**src/rtl/ccp_pkg.sv**
```systemverilog
package ccp_pkg;
  localparam int TW = 16;

  typedef enum logic [2:0] {
    M_OFF  = 3'd0,
    M_CAPT = 3'd1,
    M_SWT  = 3'd2,
    M_HSO  = 3'd3,
    M_FREQ = 3'd4,
    M_PWM  = 3'd5
  } ch_mode_e;

  // resolution code to period mask
  function automatic logic [TW-1:0] pwm_mask(input logic [2:0] code);
    case (code)
      3'd0:    return 16'h00FF;
      3'd1:    return 16'h01FF;
      3'd2:    return 16'h03FF;
      3'd3:    return 16'h07FF;
      default: return 16'hFFFF;
    endcase
  endfunction

  // raw (pre-polarity) PWM level for a timebase value and compare value
  function automatic logic pwm_level(input logic [TW-1:0] c_in,
                                     input logic [TW-1:0] cmp,
                                     input logic [2:0]    code,
                                     input logic          center);
    logic [TW-1:0] mask, c, m, half, tri_v;
    logic [TW+1:0] lhs, rhs;
    mask  = pwm_mask(code);
    c     = c_in & mask;
    m     = cmp & mask;
    half  = (mask >> 1) + 16'd1;
    tri_v = ((c & half) != '0) ? (mask - c) : c;
    lhs   = {1'b0, tri_v, 1'b0} + {2'b00, m};
    rhs   = {2'b00, mask} + 18'd1;
    if (!center) return c < m;
    return lhs >= rhs;
  endfunction
endpackage

```
**src/rtl/ccp_timebase.sv**
```systemverilog
module ccp_timebase
  import ccp_pkg::*;
#(
  parameter int PRE_A = 4,
  parameter int PRE_B = 12
) (
  input  logic          clk,
  input  logic          rst_n,
  input  logic          run,
  input  logic [1:0]    clk_sel,
  input  logic          ext_tick,
  input  logic          ovf_clr,
  output logic [TW-1:0] cnt,
  output logic          adv,
  output logic          ovf_flag
);
  localparam int DW = $clog2(PRE_B);

  logic [DW-1:0] div_q, limit;
  logic          e1, e2, e3;
  logic          tick;

  assign limit = (clk_sel == 2'd1) ? DW'(PRE_A - 1) : DW'(PRE_B - 1);

  always_comb begin
    case (clk_sel)
      2'd0:    tick = run;
      2'd3:    tick = run && e2 && !e3;
      default: tick = run && (div_q >= limit);
    endcase
  end

  always_ff @(posedge clk) begin
    if (!rst_n) begin
      div_q    <= '0;
      e1       <= 1'b0;
      e2       <= 1'b0;
      e3       <= 1'b0;
      cnt      <= '0;
      adv      <= 1'b0;
      ovf_flag <= 1'b0;
    end else begin
      e1  <= ext_tick;
      e2  <= e1;
      e3  <= e2;
      adv <= tick;
      if (run) div_q <= (div_q >= limit) ? '0 : div_q + 1'b1;
      if (tick) cnt <= cnt + 1'b1;
      if (tick && (&cnt)) ovf_flag <= 1'b1;
      else if (ovf_clr)   ovf_flag <= 1'b0;
    end
  end

  // one step per tick, none otherwise
  a_r1_step: assert property (@(posedge clk) disable iff (!rst_n)
    tick |=> cnt == $past(cnt) + 16'd1);
  a_r1_hold: assert property (@(posedge clk) disable iff (!rst_n)
    !tick |=> $stable(cnt));
  // wrap sets the flag, which then sticks
  a_r2_ovf_set: assert property (@(posedge clk) disable iff (!rst_n)
    (tick && (&cnt)) |=> ovf_flag);
  a_r2_ovf_sticky: assert property (@(posedge clk) disable iff (!rst_n)
    (ovf_flag && !ovf_clr) |=> ovf_flag);
endmodule

```
**src/rtl/ccp_channel.sv**
```systemverilog
module ccp_channel
  import ccp_pkg::*;
(
  input  logic          clk,
  input  logic          rst_n,
  input  logic [TW-1:0] cnt,
  input  logic          adv,
  input  logic          kill,
  input  logic          cap_in,
  input  logic          mode_we,
  input  logic          val_we,
  input  logic [TW-1:0] wdata,
  input  logic          flag_clr,
  output logic          pin,
  output logic          flag,
  output logic [TW-1:0] value
);
  ch_mode_e      mode;
  logic          edge_r, edge_f, pol, center;
  logic [2:0]    wcode;
  logic [TW-1:0] stage;
  logic          raw;
  logic          s1, s2, s3;

  // named events for the assertions
  logic          is_pwm, is_hso, is_capt;
  logic [TW-1:0] cmp_mask, cmp_m;
  logic          boundary, match, freq_hit, cap_evt, flag_set;

  assign is_pwm   = (mode == M_PWM);
  assign is_hso   = (mode == M_HSO);
  assign is_capt  = (mode == M_CAPT);
  assign cmp_mask = pwm_mask(wcode);
  assign cmp_m    = value & cmp_mask;
  assign boundary = is_pwm && adv && ((cnt & cmp_mask) == '0);
  assign match    = adv && (cnt == value);
  assign freq_hit = adv && (cnt[7:0] == value[7:0]);
  assign cap_evt  = is_capt && ((edge_r && s2 && !s3) || (edge_f && !s2 && s3));
  assign flag_set = cap_evt || boundary ||
                    (match && (mode == M_SWT || is_hso));

  assign pin = (raw & ~kill) ^ pol;

  always_ff @(posedge clk) begin
    if (!rst_n) begin
      mode   <= M_OFF;
      edge_r <= 1'b0;
      edge_f <= 1'b0;
      pol    <= 1'b0;
      center <= 1'b0;
      wcode  <= '0;
      stage  <= '0;
      value  <= '0;
      raw    <= 1'b0;
      flag   <= 1'b0;
      s1     <= 1'b0;
      s2     <= 1'b0;
      s3     <= 1'b0;
    end else begin
      s1 <= cap_in;
      s2 <= s1;
      s3 <= s2;
      if (mode_we) begin
        mode   <= ch_mode_e'(wdata[2:0]);
        edge_r <= wdata[3];
        edge_f <= wdata[4];
        pol    <= wdata[5];
        center <= wdata[6];
        wcode  <= wdata[9:7];
      end
      if (val_we) stage <= wdata;
      if (cap_evt)                 value <= cnt;
      else if (val_we && !is_pwm)  value <= wdata;
      else if (boundary)           value <= stage;
      else if (freq_hit && mode == M_FREQ)
        value[7:0] <= value[7:0] + value[15:8];
      if (mode_we) raw <= 1'b0;
      else begin
        case (mode)
          M_PWM:   raw <= pwm_level(cnt, value, wcode, center);
          M_HSO:   if (match) raw <= ~raw;
          M_FREQ:  if (freq_hit) raw <= ~raw;
          default: raw <= 1'b0;
        endcase
      end
      if (flag_set)      flag <= 1'b1;
      else if (flag_clr) flag <= 1'b0;
    end
  end

  // capture copies the timebase and flags
  a_r3_capture: assert property (@(posedge clk) disable iff (!rst_n)
    cap_evt |=> (flag && value == $past(cnt)));
  // flag sticks until cleared
  a_r4_flag_sticky: assert property (@(posedge clk) disable iff (!rst_n)
    (flag && !flag_clr) |=> flag);
  // toggle follows a match
  a_r6_toggle: assert property (@(posedge clk) disable iff (!rst_n)
    (is_hso && $past(is_hso) && $past(match) && !$past(mode_we)) |-> raw != $past(raw));
  // zero compare never drives active
  a_r8_zero_duty: assert property (@(posedge clk) disable iff (!rst_n)
    (is_pwm && $past(is_pwm) && $past(cmp_m) == '0 && !$past(mode_we)) |-> !raw);
  // active compare only changes at the boundary
  a_r10_boundary_load: assert property (@(posedge clk) disable iff (!rst_n)
    (is_pwm && $past(is_pwm) && !$past(boundary)) |-> $stable(value));
  // kill forces inactive level
  a_r12_kill: assert property (@(posedge clk) disable iff (!rst_n)
    kill |-> (pin == pol));
endmodule

```
**src/rtl/ccp_array.sv**
```systemverilog
module ccp_array
  import ccp_pkg::*;
#(
  parameter int NCH   = 3,
  parameter int PRE_A = 4,
  parameter int PRE_B = 12,
  localparam int CHW  = (NCH > 1) ? $clog2(NCH) : 1
) (
  input  logic              clk,
  input  logic              rst_n,
  input  logic              run,
  input  logic [1:0]        clk_sel,
  input  logic              ext_tick,
  input  logic              kill,
  input  logic              cfg_we,
  input  logic [CHW-1:0]    cfg_ch,
  input  logic              cfg_sel,
  input  logic [TW-1:0]     cfg_wdata,
  input  logic [NCH-1:0]    cap_in,
  input  logic [NCH-1:0]    flag_clr,
  input  logic              ovf_clr,
  output logic [TW-1:0]     count,
  output logic              ovf_flag,
  output logic [NCH-1:0]    ch_flag,
  output logic [NCH-1:0]    ch_out,
  output logic [TW*NCH-1:0] ch_value
);
  logic adv;

  ccp_timebase #(.PRE_A(PRE_A), .PRE_B(PRE_B)) u_tb (
    .clk      (clk),
    .rst_n    (rst_n),
    .run      (run),
    .clk_sel  (clk_sel),
    .ext_tick (ext_tick),
    .ovf_clr  (ovf_clr),
    .cnt      (count),
    .adv      (adv),
    .ovf_flag (ovf_flag)
  );

  for (genvar i = 0; i < NCH; i++) begin : g_ch
    logic hit;
    assign hit = cfg_we && (cfg_ch == CHW'(i));

    ccp_channel u_ch (
      .clk      (clk),
      .rst_n    (rst_n),
      .cnt      (count),
      .adv      (adv),
      .kill     (kill),
      .cap_in   (cap_in[i]),
      .mode_we  (hit && !cfg_sel),
      .val_we   (hit && cfg_sel),
      .wdata    (cfg_wdata),
      .flag_clr (flag_clr[i]),
      .pin      (ch_out[i]),
      .flag     (ch_flag[i]),
      .value    (ch_value[i*TW +: TW])
    );
  end
endmodule

```
**config.mk**
```make
export PLATFORM = sky130hd
export DESIGN_NAME = ccp_array
export DESIGN_NICKNAME = d
export VERILOG_FILES = /design/src/rtl/ccp_pkg.sv /design/src/rtl/ccp_timebase.sv /design/src/rtl/ccp_channel.sv /design/src/rtl/ccp_array.sv
export SDC_FILE = /design/constraint.sdc
export NUM_CORES = 1
export LEC_CHECK = 0
export BUFFER_PORTS_ARGS = -buffer_cell sky130_fd_sc_hd__buf_2
export CAP_MARGIN = 20
export CORE_MARGIN = 2
export CORE_UTILIZATION = 60
export DETAILED_ROUTE_END_ITERATION = 12
export PLACE_DENSITY = 0.8
export SLEW_MARGIN = 20
export SYNTH_ARGS = -nofsm -noshare
export SYNTH_HDL_FRONTEND = slang
export SYNTH_HIERARCHICAL = 1
export SYNTH_SLANG_ARGS = --single-unit
```
**constraint.sdc**
```tcl
create_clock -name clk -period 6 [get_ports clk]
set_input_delay 1.2 -clock clk [delete_from_list [all_inputs] [get_ports clk]]
set_output_delay 1.2 -clock clk [all_outputs]
set_load 0.05 [all_outputs]
```
* Yosys cells after proc, flatten, opt, wreduce, memory -nomap -nowiden
Cells that the tools add are included.
** Word-level totals
- Flip-flop bits (word level) :: 166
- Logic and storage cells :: 304
- Output and inout bits :: 71
** Operators by class
- Magnitude comparators :: 7
- $add $sub $neg :: 17
- Equal/unequal tests :: 40
- Bitwise gates (word level) :: 23
- Muxes and demuxes :: 68
- Reduce and logical (&&, ||, !) cells :: 100
** Operators with widths (count)
- $mux 16 :: 18
- $and 16x16->16 :: 12
- $pmux 16 s4 :: 3
- $mux 8 :: 9
- $add 17x16->18 :: 3
- $ge 18x18->1 :: 3
- $add 16x1->17 const B :: 3
- $logic_and 1x1->1 :: 49
- $add 15x1->16 const B :: 3
- $eq 16x16->1 :: 3
- $logic_not 16->1 :: 3
- $lt 16x16->1 :: 3
- $reduce_bool 16->1 :: 3
- $sub 16x16->16 :: 3
- $eq 3x2->1 const B :: 12
- $mux 1 :: 32
- $add 8x8->8 :: 3
- $eq 8x8->1 :: 3
- $eq 3x1->1 const B :: 6
- $eq 3x3->1 const B :: 6
- $add 16x1->16 const B :: 1
- $reduce_and 16->1 :: 1
- $logic_or 1x1->1 :: 12
- $reduce_bool 4->1 :: 3
- 19 further kinds :: 58

* Longest topological paths before layout
- Depth after elaboration :: 13
- Gate-level depth with buffers :: 21
- Gate-level depth less buffers :: 20

* Cells and area by module
Netlist, hierarchy kept.
** By module, submodules not included
- ccp_channel (g_ch[1].u_ch ...) :: times used 2, cells each 528, area an instance 4222.8 sq um, seq. area each 940.9 sq um
- ccp_channel (g_ch[0].u_ch) :: times used 1, cells each 520, area an instance 4207.8 sq um, seq. area each 940.9 sq um
- ccp_timebase :: times used 1, cells each 132, area an instance 1183.6 sq um, seq. area each 500.5 sq um
- ccp_array :: times used 1, cells each 6, area an instance 75.1 sq um, seq. area each 0.0 sq um

* Least setup slack after synthesis
Ideal clock, no wire load.
- Path kind :: reg2reg
- Start point :: register u_tb.cnt[8]
- End point :: register g_ch[1].u_ch.raw
- Arrival :: 5.182 ns
- Clock period less this slack :: 5.296 ns
- Library setup time :: 0.115 ns
- Stages on the path, launching flop included :: 20
- Setup slack :: 0.704 ns
- Path through :: dfxtp_1 -> mux2_2 -> a22oi_1 -> o221ai_1 -> buf_2 -> xor2_1 -> ha_1 -> a21o_1 -> a21oi_1 -> o21ai_0 -> a2111oi_0 -> o31ai_1 -> xor2_1 -> ha_1 -> nand4_1 -> a211oi_1 -> o21ai_0 -> a211oi_1 -> o21ai_0 -> a2111oi_0
** Between the ends
- Longest elaborated chain between the ends :: 8
- Elaborated cells on any way between the ends :: 15
- Those cells by class :: 2 x add/sub; 2 x order compare; 2 x eq/ne; 4 x mux; 2 x bitwise; 3 x reduce/logical
** Ends and longest elaborated chain
- from (decl) :: line ccp_timebase.sv:13 : output logic [TW-1:0] cnt,
- from (signal assigned) :: line ccp_timebase.sv:48 : if (tick) cnt <= cnt + 1'b1;
- branches (longest 8 deep; another with $add 17x16->18)
- to (signal assigned) :: line ccp_channel.sv:80 : M_PWM: raw <= pwm_level(cnt, value, wcode, center);
- to (signal assigned) :: line ccp_channel.sv:81 : M_HSO: if (match) raw <= ~raw;
- to (signal assigned) :: line ccp_channel.sv:82 : M_FREQ: if (freq_hit) raw <= ~raw;
- to (decl) :: line ccp_channel.sv:22 : logic raw;
Several ways; the timed one is not identified. The select of a mux whose other input is x is not followed.
A chain may end at the register's enable or synchronous reset.

* Worst setup path after layout
- Start point :: register g_ch[2].u_ch.wcode[1]
- End point :: register g_ch[2].u_ch.raw
** Between the ends
- Longest elaborated chain between the ends :: 13
- Elaborated cells on any way between the ends :: 22
- Those cells by class :: 4 x add/sub; 2 x order compare; 3 x eq/ne; 8 x mux; 3 x bitwise; 2 x reduce/logical
** Ends and longest elaborated chain
- from (decl) :: line ccp_channel.sv:20 : logic [2:0] wcode;
- from (signal assigned) :: line ccp_channel.sv:69 : wcode <= wdata[9:7];
- $eq 3x2->1, or another cell as far along :: line ccp_pkg.sv:15 : case (code)
- $pmux 16 s4 * :: line ccp_pkg.sv:15
- $mux 16 * :: line ccp_channel.sv:79 : case (mode)
- $mux 16 * :: line ccp_channel.sv:77 : if (mode_we) raw <= 1'b0;
- $mux 16 * :: line ccp_channel.sv:45 : if (!rst_n) begin
- $add 15x1->16 / $and 16x16->16 (equally long branches) :: line ccp_pkg.sv:34, ccp_pkg.sv:32
- $and 16x16->16 :: line ccp_pkg.sv:35 : tri_v = ((c & half) != '0) ? (mask - c) : c;
- $reduce_bool 16->1 :: line ccp_pkg.sv:35
- $mux 16 :: line ccp_pkg.sv:35
- $add 17x16->18 :: line ccp_pkg.sv:36 : lhs = {1'b0, tri_v, 1'b0} + {2'b00, m};
- $ge 18x18->1 :: line ccp_pkg.sv:39 : return lhs >= rhs;
- $mux 1 * :: line ccp_pkg.sv:39
- $pmux 1 s3 * :: line ccp_channel.sv:79
- to (signal assigned) :: line ccp_channel.sv:80
- to (signal assigned) :: line ccp_channel.sv:81
- to (signal assigned) :: line ccp_channel.sv:82
- to (decl) :: line ccp_channel.sv:22
Every way passes the cells marked *; elsewhere a longest branch is shown, timed or not. The select of a mux whose other input is x is not followed.

==> run_results.csv <==
group,metric,value,unit
status,status,"finished, final reports clean",
pwr,p_total,2.50,mW
critical_path,required,6.32,ns
clock_tree,path_clk_slew,0.08,ns
global_routing,grt_first_pass_wirelength,67300,um
synthesis,synth-xor-area-share,6.99,%
critical_path,crit_path_max_incr_delay,0.69,ns
timing,hold-worst-slack,0.438,ns
global_routing,met3_usage,6.23,%
die,rows,55,
clock_tree,postCtsSetupRepairBufs,0,
synthesis,synth.mux.area_fraction,9.78,%
synthesis,synth-compound-area-share,19.6,%
placement,io_buffers,104,
synthesis,synth.most_common_cell,"nor2_1",
drt,routed_wl,43200,um
critical_path,start_kind,"flip-flop",
finish,area_growth,9.97,%
critical_path,end_kind,"flip-flop",
timing,max_freq,182,MHz
timing,drv_slew,0,
timing,setup_viol_count_final,0,
drt,dr.first_iter.drc_count,1438,
clock_tree,cts_inserted_buffers,17,
drt,wire_per_inst,20.6,um
die,fp.dieH,156,um
synthesis,yosysTopAreaCellShare,23.9,%
clock_tree,cts_sinks,166,
drt,detail-route-antenna-nets,0,
timing,skew,0.0139,ns
timing,worstMarginPinSlew,1.15,ns
synthesis,synth_top_family_by_area,"simple AND/OR/NAND/NOR gates",
timing,fin_ws,0.505,ns
synthesis,synth-seq-cells,166,
drt,firstDrtPassIters,8,
pwr,powerDensity,164,nW/um^2
drt,drcViolationCount,0,
global_routing,grtUsageTotal,35.1,%
global_routing,grt_overflow,0,
clock_tree,htree_levels,4,
placement,gp_congestion,0.939,
die,pin_count,105,
synthesis,synth_edf_count,0,
die,dieArea,24400,um^2
global_routing,use_met2,56.1,%
run,drv_cap,0,
critical_path,path_delay_family,"compound AO/OA/AOI/OAI gates",
clock_tree,cts_tree,"done",
die,start_util,61.3,%
critical_path,r2r_slack,0.51,ns
global_routing,grt_max_degree,43,
finish,n_antenna_cell,0,
clock_tree,post_cts_resized,0,
timing,rsz0062_at_grt,"no",
clock_tree,cts_hold_buf,0,
finish,fin_nets,1991,
synthesis,synthTopCellsByCount,"nor2_1, dfxtp_1, ha_1",
synthesis,post_synth_num_cell_types,86,
critical_path,cp_num_buf_inv,0,
placement,place_ws,0.705,ns
hold_path,worstHoldStart,"g_ch[0].u_ch/s1",
placement,dp_hpwl,30900,um
drt,num_vias,13500,
clock_tree,clock_latency,0.44,ns
critical_path,critPathMaxFanout,10,
synthesis,syn_inst,1714,
synthesis,synthArstFlopShare,0,%
global_routing,gr-max-usage-layer,"met2",
timing,finalCritPeriodShare,91.6,%
finish,num-fill-cells,1872,
clock_tree,clockBufferDepth,2,
timing,tns,0,ns
die,core,22700,um^2
timing,final_hold_viol_count,0,
finish,final_cell_area,15300,um^2
synthesis,synth_adder_area_share,14.4,%
critical_path,reg2reg_from,"g_ch[2].u_ch/wcode[1]",
global_routing,met1_usage,45.4,%
drt,vias_per_cell,6.43,
clock_tree,cts_root_buf,"clkbuf_16",
critical_path,setup.worst_path.class,"flip-flop to flip-flop",
synthesis,ys.flop_type,"dfxtp_1",
pwr,vdd.ir_drop.worst,0.230,mV
synthesis,syn_avg_cell_area,8.12,um^2
hold_path,hold_path_class,"flip-flop to flip-flop",
die,die_w,156,um
synthesis,ys_seq_area_share,23.9,%
finish,drive_gt1_share,11.6,%
synthesis,synth-simple-area-share,20.0,%
synthesis,synthTopCellsByArea,"dfxtp_1, ha_1, mux2i_1",
critical_path,setup.worst_path.start,"g_ch[2].u_ch/wcode[1]",
synthesis,syn_area,13900,um^2
synthesis,yosysTopAreaCell,"dfxtp_1",
placement,placedInstanceArea,14700,um^2
synthesis,yosys_warnings,6,
critical_path,path_cells,"mux2_2, a22oi_1, o221ai_2, xnor2_1, ha_1, fa_1, a211oi_1, o21ai_0, a2111oi_0, nor2_1, xnor2_1, ha_1, nand4_1, a211oi_1, o21ai_0, a211oi_1, o21ai_0, a2111oi_0",
global_routing,grt_pass1_vias,12800,
timing,min_period,5.49,ns
critical_path,arrival,5.81,ns
global_routing,antenna_found_initial,1,
pwr,leakagePower,7.04,nW
timing,slew_headroom,23.0,%
critical_path,cpMaxStageDelayCell,"a2111oi_0",
[worst reg2reg max path: stages (launching register included)]
cell and delay (ns):
dfxtp_1 0.51, mux2_2 0.37, a22oi_1 0.25, o221ai_2 0.30, xnor2_1 0.22, ha_1 0.24
fa_1 0.37, a211oi_1 0.25, o21ai_0 0.24, a2111oi_0 0.69, nor2_1 0.14, xnor2_1 0.16
ha_1 0.29, nand4_1 0.09, a211oi_1 0.16, o21ai_0 0.13, a211oi_1 0.45, o21ai_0 0.16
a2111oi_0 0.37
[routing by layer]
metal / vias up / part of all wire, %
met5: - / 0
met4: 0 / 4.7
met3: 146 / 10
met2: 733 / 45
met1: 6306 / 40
li1: 6305 / -
[placed cells by master (no fill, tap or decap), types with 25 or more instances in the layout]
cell type	netlist	layout
xnor2_1	47	47
xor2_1	64	64
a21oi_1	95	95
a21o_1	33	33
a211oi_1	37	36
nand3_1	25	25
nor2_1	209	209
mux2i_1	128	128
buf_2	8	104
nand2_1	127	127
dfxtp_1	166	166
and2_1	35	35
buf_4	3	32
o21ai_0	92	92
inv_1	89	89
ha_1	150	150
nand2b_1	26	26
a31oi_1	25	25
[stage by stage]
step                utilization (%)  cells
floorplan                         -   1726
global placement               64.7   2067
detailed placement             64.7   2067
CTS                            67.3   2099
global route                   67.4   2099
finish                         67.4   2099
[power by group]
group          internal [mW]  switching [mW]
logic                 0.0858           0.166
clock network          0.565           0.538
registers               1.12          0.0255
total                   1.77           0.729
[logic make-up (layout without fill, tap and decap cells)]
kind of cell	count (synthesis)	in the layout
adders and majority gates	156	156
buffers and inverters	170	258
muxes	134	134
xor gates and xnor gates	111	111
and+or+nand+nor	562	562
other	3	15
DFF	166	166
AOI/OAI and AO/OA	412	412
[registers in the layout, summed over array words and instances, names as in the netlist]
name and cells:
g_ch.u_ch/stage 48, g_ch.u_ch/value 48, u_tb/cnt 16, g_ch.u_ch/mode 9
g_ch.u_ch/wcode 9, u_tb/div_q 4, g_ch.u_ch/center 3, g_ch.u_ch/edge_f 3
g_ch.u_ch/edge_r 3, g_ch.u_ch/flag 3, g_ch.u_ch/pol 3, g_ch.u_ch/raw 3
g_ch.u_ch/s1 3, g_ch.u_ch/s2 3, g_ch.u_ch/s3 3, u_tb/adv 1
u_tb/e1 1, u_tb/e2 1, u_tb/e3 1, u_tb/ovf_flag 1
[final cells by class]
type                       count  area, um^2  share of cell area [%]
multi-input combinational   1390        9910                    64.8
clock buffer                  17         425                    2.78
clock inverter                15         183                    1.19
tap                          285         357                    2.33
inverter                      90         338                    2.21
sequential                   166        3320                    21.7
timing repair buffer         136         761                    4.97
[final timing paths]
| path | cells past startpoint | to |
|---|---|---|
| worst max-delay path | 18 | g_ch[2].u_ch/raw |
| worst min-delay path | 1 | g_ch[0].u_ch/s2 |
| worst min register to register | 1 | g_ch[0].u_ch/s2 |
| worst max register to register | 18 | g_ch[2].u_ch/raw |
Power figures use the tool's default switching activity.
